===== config.mk =====
export PLATFORM = sky130hd
export DESIGN_NAME = clkgen_smb_regs
export DESIGN_NICKNAME = d
export VERILOG_FILES = /design/src/rtl/clkgen_smb_regs.sv
export SDC_FILE = /design/constraint.sdc
export NUM_CORES = 1
export LEC_CHECK = 0
export BUFFER_PORTS_ARGS = -buffer_cell sky130_fd_sc_hd__clkbuf_2
export CAP_MARGIN = 5
export CORE_UTILIZATION = 56
export CTS_BUF_LIST = sky130_fd_sc_hd__clkbuf_8 sky130_fd_sc_hd__clkbuf_16
export DETAILED_ROUTE_END_ITERATION = 8
export PLACE_DENSITY_LB_ADDON = 0.2
export SKIP_LAST_GASP = 1
export SLEW_MARGIN = 20
export SYNTH_ARGS = -nofsm -noshare
export SYNTH_HDL_FRONTEND = slang
export SYNTH_SLANG_ARGS = --single-unit
export TNS_END_PERCENT = 10

===== constraint.sdc =====
create_clock -name clk -period 2.5 [get_ports clk]
set_input_delay 0.25 -clock clk [delete_from_list [all_inputs] [get_ports clk]]
set_output_delay 0.25 -clock clk [all_outputs]
set_load 0.03 [all_outputs]

===== src/rtl/clkgen_smb_regs.sv =====
module clkgen_smb_regs #(
  parameter logic [6:0] DEV_ADDR  = 7'h69,
  parameter int         NUM_BYTES = 10,
  parameter logic [7:0] SIGNATURE = 8'h03
) (
  input  logic       clk,
  input  logic       rst_n,
  input  logic       scl_in,
  input  logic       sda_in,
  output logic       sda_oe,
  input  logic       cpu_halt_n,
  input  logic       pci_halt_n,
  input  logic [2:0] fsel,
  input  logic       cur_mult,
  output logic [7:0] cpu_ctrl,
  output logic [7:0] cpu_gate,
  output logic [7:0] pci_en,
  output logic [7:0] aux_en,
  output logic [7:0] mid_en,
  output logic [7:0] misc_ctrl,
  output logic       pci_run,
  output logic [7:0] div_n,
  output logic [6:0] div_r
);
  localparam int         IW       = $clog2(NUM_BYTES) + 1;
  localparam logic [IW-1:0] LAST  = IW'(NUM_BYTES);
  localparam logic [7:0] CNT_BYTE = 8'(NUM_BYTES);
  localparam logic [7:0] M0 = 8'hE8, M1 = 8'h3F, M2 = 8'h7F, M4 = 8'hBF;

  typedef enum logic [2:0] {S_IDLE, S_ADDR, S_CMD, S_CNT, S_WR, S_RD, S_IGN} st_t;

  logic [2:0] scl_sh, sda_sh;
  logic scl_f, sda_f, scl_q, sda_q;
  logic start_c, stop_c, rise, fall, wr_en;
  st_t state;
  logic [3:0] bitcnt;
  logic [7:0] shreg, tx, rdval;
  logic [IW-1:0] idx;
  logic rfirst;
  logic [7:0] b0, b1, b2, b3, b4, b5, b7, b8, b9;

  always_ff @(posedge clk or negedge rst_n)
    if (!rst_n) begin
      scl_sh <= '1; sda_sh <= '1;
      scl_f <= 1'b1; sda_f <= 1'b1; scl_q <= 1'b1; sda_q <= 1'b1;
    end else begin
      scl_sh <= {scl_sh[1:0], scl_in};
      sda_sh <= {sda_sh[1:0], sda_in};
      if (scl_sh[2] == scl_sh[1]) scl_f <= scl_sh[2];
      sda_f <= sda_sh[2];
      scl_q <= scl_f;
      sda_q <= sda_f;
    end

  assign start_c = scl_f & scl_q & sda_q & ~sda_f;
  assign stop_c  = scl_f & scl_q & ~sda_q & sda_f;
  assign rise    = scl_f & ~scl_q;
  assign fall    = ~scl_f & scl_q;
  assign wr_en   = fall && bitcnt == 4'd8 && state == S_WR;
  assign pci_run = pci_halt_n & b0[3];

  always_comb
    case (int'(idx))
      0: rdval = {b0[7:5], cpu_halt_n, pci_run, fsel};
      1: rdval = {cur_mult, 1'b0, b1[5:0]};
      2: rdval = {1'b0, b2[6:0]};
      3: rdval = b3;
      4: rdval = {b4[7], 1'b0, b4[5:0]};
      5: rdval = b5;
      6: rdval = SIGNATURE;
      7: rdval = b7;
      8: rdval = b8;
      9: rdval = b9;
      default: rdval = 8'h00;
    endcase

  always_ff @(posedge clk or negedge rst_n)
    if (!rst_n) begin
      state <= S_IDLE; bitcnt <= '0; shreg <= '0; tx <= '0;
      idx <= '0; rfirst <= 1'b0; sda_oe <= 1'b0;
    end else if (start_c) begin
      state <= S_ADDR; bitcnt <= '0; idx <= '0; sda_oe <= 1'b0;
    end else if (stop_c) begin
      state <= S_IDLE; bitcnt <= '0; idx <= '0; sda_oe <= 1'b0;
    end else if (state != S_IDLE) begin
      if (rise) begin
        if (bitcnt < 4'd8) shreg <= {shreg[6:0], sda_f};
        if (bitcnt == 4'd8 && state == S_RD && sda_f) state <= S_IGN;
        bitcnt <= bitcnt + 4'd1;
      end else if (fall) begin
        if (bitcnt == 4'd8) begin
          case (state)
            S_ADDR:
              if (shreg[7:1] == DEV_ADDR) begin
                sda_oe <= 1'b1;
                rfirst <= shreg[0];
                state  <= shreg[0] ? S_RD : S_CMD;
              end else state <= S_IGN;
            S_CMD: begin sda_oe <= 1'b1; state <= S_CNT; end
            S_CNT: begin sda_oe <= 1'b1; state <= S_WR; end
            S_WR: begin
              sda_oe <= 1'b1;
              if (idx < LAST) idx <= idx + 1'b1;
            end
            default: sda_oe <= 1'b0;
          endcase
        end else if (bitcnt == 4'd9) begin
          bitcnt <= '0;
          if (state == S_RD) begin
            if (rfirst) begin
              tx <= CNT_BYTE; sda_oe <= ~CNT_BYTE[7]; rfirst <= 1'b0;
            end else begin
              tx <= rdval; sda_oe <= ~rdval[7];
              if (idx < LAST) idx <= idx + 1'b1;
            end
          end else sda_oe <= 1'b0;
        end else if (state == S_RD && bitcnt != 4'd0)
          sda_oe <= ~tx[3'd7 - bitcnt[2:0]];
      end
    end

  always_ff @(posedge clk or negedge rst_n)
    if (!rst_n) begin
      b0 <= 8'h08; b1 <= 8'h07; b2 <= 8'h7F; b3 <= 8'hC7; b4 <= 8'h3F;
      b5 <= 8'h40; b7 <= 8'h00; b8 <= 8'h00; b9 <= 8'h00;
    end else if (wr_en)
      case (int'(idx))
        0: b0 <= (b0 & ~M0) | (shreg & M0);
        1: b1 <= (b1 & ~M1) | (shreg & M1);
        2: b2 <= (b2 & ~M2) | (shreg & M2);
        3: b3 <= shreg;
        4: b4 <= (b4 & ~M4) | (shreg & M4);
        5: b5 <= shreg;
        7: b7 <= shreg;
        8: b8 <= shreg;
        9: b9 <= shreg;
        default: ;
      endcase

  always_ff @(posedge clk or negedge rst_n)
    if (!rst_n) begin
      div_n <= '0; div_r <= '0;
    end else if (b9[0]) begin
      div_n <= b8; div_r <= b9[7:1];
    end

  assign cpu_ctrl  = b0;
  assign cpu_gate  = b1;
  assign pci_en    = b2;
  assign aux_en    = b3;
  assign mid_en    = b4;
  assign misc_ctrl = b5;
endmodule



# Word level (Yosys, flattened, before mapping)
# Index checks and enable logic that the tools add are counted.
[classes]
bitwise = 22
eq_ne = 26
n_reduce_logical = 36
n_addsub = 3
order_cmp = 3
mux = 49
[ops]
columns = ["op", "count"]
rows = [
  ["$pmux W8 S10", 1],
  ["$mux W5", 11],
  ["$mux W4", 7],
  ["$mux W3", 9],
  ["$reduce_bool A4 Y1", 6],
  ["$eq A5 B3 Y1 const B", 4],
  ["$reduce_and A2 Y1", 9],
  ["$mux W1", 17],
  ["$reduce_and A5 Y1", 3],
  ["$ne A4 B3 Y1 const B", 3],
  ["$eq A5 B2 Y1 const B", 2],
  ["$eq A5 B4 Y1 const B", 2],
  ["$not A1 Y1", 10],
  ["$pmux W3 S3", 1],
  ["$reduce_and A9 Y1", 1],
  ["$reduce_bool A3 Y1", 3],
  ["$and A1 B1 Y1", 8],
  ["$eq A4 B4 Y1 const B", 2],
  ["$mux W8", 1],
  ["$or A5 B8 Y8", 1],
  ["$or A7 B8 Y8", 1],
  ["$or A8 B6 Y8", 1],
  ["$or A8 B7 Y8", 1],
  ["$reduce_and A8 Y1", 1],
  ["other kinds (26)", 34],
]
[totals]
elab_cells = 163
ff_bits = 127

# Logic depth before layout (Yosys ltp)
[logic_depth]
depth_word = 12
depth_mapped = 9
ltp_nobuf = 7

# Worst setup path before layout
# OpenSTA, ideal clock, no wires.
[synth_path]
path_kind = "register to register"
startpoint = "reg scl_f"
endpoint = "reg shreg[1]"
path_stages_with_launch = 6
synth_period_minus_slack_ps = 2230
slack_ps = 270
t_arrival_ps = 2106
required_time_ps = 2375
path_cell_list = "dfstp_2 ha_1 clkbuf_1 inv_1 nor4_2 mux2_2"
[synth_between]
elab_chain_len = 5
[synth_rtl]
columns = ["element", "line", "rtl"]
rows = [
  ["from (decl)", "33", "logic scl_f, sda_f, scl_q, sda_q;"],
  ["from (signal assigned)", "49", "if (scl_sh[2] == scl_sh[1]) scl_f <= scl_sh[2];"],
  ["$and A1 B1 Y1", "55, 56", ""],
  ["$and A1 B1 Y1 (on tied branches) (2 in series)", "56, 55", ""],
  ["$not A1 Y1 (no source line)", "n/a", ""],
  ["$reduce_and A5 Y1 (no source line) *", "n/a", ""],
  ["to (signal assigned)", "87", "if (bitcnt < 4'd8) shreg <= {shreg[6:0], sda_f};"],
  ["to (decl)", "37", "logic [7:0] shreg, tx, rdval;"],
]
# Mark *: on every way between the ends. The rest lies on a longest branch, timed or not.
# A chain may end at the register's enable or synchronous reset.

# Worst setup path in the final report
[layout_path]
startpoint = "reg idx[1]"
endpoint = "reg sda_oe"
[layout_between]
elab_chain_len = 12
[layout_rtl]
columns = ["element", "line", "rtl"]
rows = [
  ["from (decl)", "38", "logic [IW-1:0] idx;"],
  ["from (signal assigned)", "103", "if (idx < LAST) idx <= idx + 1'b1;"],
  ["from (signal assigned)", "114", "if (idx < LAST) idx <= idx + 1'b1;"],
  ["$eq A5 B4 Y1 (tied with other cells)", "63", "case (int'(idx))"],
  ["$pmux W8 S10 *", "63", ""],
  ["$not A1 Y1 *", "113", "tx <= rdval; sda_oe <= ~rdval[7];"],
  ["$mux W1 *", "110", "if (rfirst) begin"],
  ["$mux W1 *", "109", "if (state == S_RD) begin"],
  ["$mux W1 *", "107", "end else if (bitcnt == 4'd9) begin"],
  ["$mux W1 *", "91", "if (bitcnt == 4'd8) begin"],
  ["$mux W1 *", "90", "end else if (fall) begin"],
  ["$mux W1 *", "86", "if (rise) begin"],
  ["$mux W1 *", "85", "end else if (state != S_IDLE) begin"],
  ["$mux W1 *", "83", "end else if (stop_c) begin"],
  ["$mux W1 *", "81", "end else if (start_c) begin"],
  ["to (signal assigned)", "113", ""],
  ["to (signal assigned)", "118", "sda_oe <= ~tx[3'd7 - bitcnt[2:0]];"],
  ["to (decl)", "10", "output logic sda_oe,"],
]
# Mark *: on every way between the ends. The rest lies on a longest branch, timed or not. The select of a mux whose other input is x is not followed.

==> results.py <==
metrics = {
    "setup_path": {
        "crit_arrival_ps": 2810,
        "crit_fanout": 9,
        "regToRegStartpoint": "idx[1]$_DFFE_PN0P_",
        "cp.required_ps": 2940,
        "critPathKind": "reg -> reg",
        "cp-start-kind": "flop",
        "reg2reg_slack_ps": 130,
        "worstReg2RegEnd": "sda_oe$_DFFE_PN0P_",
        "end_kind": "flop",
        "rr_worst_depth": 8,
    },
    "place": {
        "gp_congestion": 0.9084,
        "dp_hpwl_mm": 9.911,
        "dp_cells": 660,
        "place_ws_ps": 107.1,
        "portBuffers": 66,
    },
    "sta": {
        "setup_violations": 0,
        "rsz0062_at_grt": "true",
        "skew_ps": 7.764,
        "maxSlewHeadroom": 0.4673,
        "tightest_slew_ps": 797.3,
        "slew_viol_final": 0,
        "fmax_mhz": 421.9,
        "period_minus_slack_ps": 2370,
        "fin_crit_sh": 0.9481,
        "final_hold_viol_count": 0,
        "layout_setup_ws_ps": 129.8,
    },
    "logic_synthesis": {
        "synth_most_common_cell": "dfrtp_1",
        "syn_inst": 465,
        "synth_seq_cells": 119,
        "ys.flop_type": "dfrtp_1",
        "synth_top_cell_by_area": "dfrtp_1",
        "async_flop_share": 1.000,
        "synth_edf_count": 0,
        "synth_area_leaders": "dfrtp_1 (37%), dfstp_2 (15%), mux2_1 (9.8%)",
        "avgSynthCellArea_um2": 12.36,
        "ys_warn_count": 0,
        "synth_common_cells": "dfrtp_1 (86), mux2_1 (50), dfstp_2 (33)",
        "synth.distinct_cells": 69,
        "yosysSeqAreaShare": 0.5254,
        "yosysTopAreaCellShare": 0.3745,
        "synth_area_um2": 5747,
    },
    "clock_tree": {
        "clockRootBuffer": "clkbuf_8",
        "h-tree-depth": 4,
        "cts.sinks": 119,
        "clock_path_buffers": 2,
        "clk_pin_slew_ps": 60,
        "tritoncts.num_buffers": 17,
        "clock_latency_ps": 530,
        "cts_tree": "built",
    },
    "finish": {
        "regArea_um2": 3019,
        "fill_cells": 699,
        "multiInputGateArea_um2": 2544,
        "diodes": 0,
        "area_growth_pct": 20.49,
        "drive_above_1_share": 0.3594,
        "nets": 569,
        "layout.cells.non_filler": 695,
    },
    "die": {
        "start_util": 0.5826,
        "coreArea_um2": 9864,
        "die_h_um": 103.3,
        "ios": 75,
        "die_w_um": 103.3,
        "die_area_um2": 10670,
        "rows": 36,
    },
    "hold_path": {
        "hold_path_class": "in -> reg",
        "hold_depth": 5,
        "min_from": "fsel[1]",
        "hold_end": "tx[1]$_DFFE_PN0P_",
    },
    "power": {
        "powerDensity_nw_per_um2": 783.0,
        "irDropWorstVdd_mv": 0.7127,
        "p_leak_uw": 0.003460,
    },
    "drt": {
        "wl_per_cell_um": 20.59,
        "totalWireLength_mm": 14.31,
        "vias": 4299,
        "routed_via_density": 6.186,
        "drcViolationCount": 0,
        "ant_nets": 0,
        "drt_iter0_markers": 349,
        "drtPass1Iterations": 5,
    },
    "global_routing": {
        "gr-usage-met1": 0.4213,
        "track_usage": 0.2976,
        "grt_pass1_vias": 4177,
        "grtUsageMet3": 0.06922,
        "antenna_found_initial": 0,
        "grt_pass1_wl_mm": 23.02,
        "grt_overflow_total": 0,
        "busiest_layer": "met2",
        "grt_max_degree": 120,
        "met2_usage": 0.4497,
    },
    "run": {
        "drv_cap": 0,
    },
    "status": {
        "status": "finished clean",
    },
}
worst max-delay path, cell delays in order, from the launching register on:
cell and delay (ps):
dfrtp_1 420, inv_1 100, ha_1 300, nor4b_2 200, buf_4 200, a222oi_1 500, nand4_1 160, a41o_1 270
mux2i_1 130
logic make-up (layout without fill, tap and decap cells):
group                      count (synthesis)  after routing  synth area share
DFF                                      119            119            0.5254
other                                      1              8         0.0006525
and+or+nand+nor                          107            107            0.1213
adders and majority gates                 11             11           0.02351
xor gates and xnor gates                   3              3          0.004573
muxes                                     88             88            0.1779
AOI/OAI and AO/OA                         91             91            0.1100
buffers and inverters                     45            135           0.03680
worst max-delay path by stage:
stage	startpoint	endpoint	slack (ps)	depth (start not counted)
6_report	idx[1]$_DFFE_PN0P_	sda_oe$_DFFE_PN0P_	130	8
5_1_grt	idx[1]$_DFFE_PN0P_	sda_oe$_DFFE_PN0P_	-3	8
4_1_cts	idx[0]$_DFFE_PN0P_	tx[1]$_DFFE_PN0P_	60	7
3_5_place_dp	idx[0]$_DFFE_PN0P_	tx[1]$_DFFE_PN0P_	110	7
3_3_place_gp	idx[0]$_DFFE_PN0P_	tx[1]$_DFFE_PN0P_	180	7
2_1_floorplan	scl_f$_DFFE_PN1N_	shreg[1]$_DFFE_PN0P_	270	5
per-layer routing:
layer / wire length [µm] / share of wire
met1: 6239 / 0.44
met2: 6578 / 0.46
met3: 1159 / 0.081
met4: 336 / 0.023
met5: 0 / 0
cell type report:
type / count / area share
multi-input cells: 308 / 0.3674
clock buffers: 17 / 0.05981
flip-flops and latches: 119 / 0.4360
clock inverters: 15 / 0.02711
repair buffers: 93 / 0.08023
inverters: 10 / 0.005421
well taps: 133 / 0.02403
through the flow:
stage | hold slack (ps) | power (µW) | utilization | cell area, µm² | TNS [ps]
detailed placement | 339.7 | 2946 | 0.6377 | 6291 | 0
finish | 190.8 | 5422 | 0.7019 | 6924 | 0
global route | 210.1 | 5614 | 0.7019 | 6924 | -2.653
global placement | 337.3 | 2937 | 0.6377 | 6291 | 0
CTS | 201.6 | 5438 | 0.7018 | 6923 | 0
floorplan | -45.59 | 2672 | - | 5773 | 0
cell usage in the layout, fill, tap and decap left out, drive strengths merged, types with 5 or more instances in the layout:
| cell | instances |
|---|---|
| mux2 | 82 |
| conb | 8 |
| nand2b | 5 |
| dfstp | 33 |
| nor4b | 5 |
| clkbuf | 82 |
| ha | 10 |
| nand2 | 36 |
| inv | 16 |
| a22o | 7 |
| mux2i | 5 |
| nor2b | 9 |
| buf | 25 |
| nand3 | 6 |
| a22oi | 11 |
| o21ai | 24 |
| nor2 | 16 |
| a21oi | 13 |
| dfrtp | 86 |
repair_timing:
action / in CTS / in global routing
resized for setup: 0 / 1
buffers inserted: 0 / 0
endpoints found under the hold margin: 88 / 0
endpoints found under the setup margin: 0 / 2
hold buffers: 3 / 0
registers in the layout, summed over array words and instances, names as in the netlist, 3 cells and up:
name	flops
idx	5
sda_sh	3
shreg	8
bitcnt	4
pci_en	7
aux_en	8
b8	8
b7	8
div_r	7
state	3
scl_sh	3
tx	8
misc_ctrl	8
b9	8
div_n	8
cpu_ctrl	4
cpu_gate	6
mid_en	7
power breakdown:
part	internal [µW]	switching (µW)	leakage, µW
logic	277	381	0.00166
registers	2040	243	0.00149
clock network	1610	872	0.000307
(Power assumes the default switching activity.)
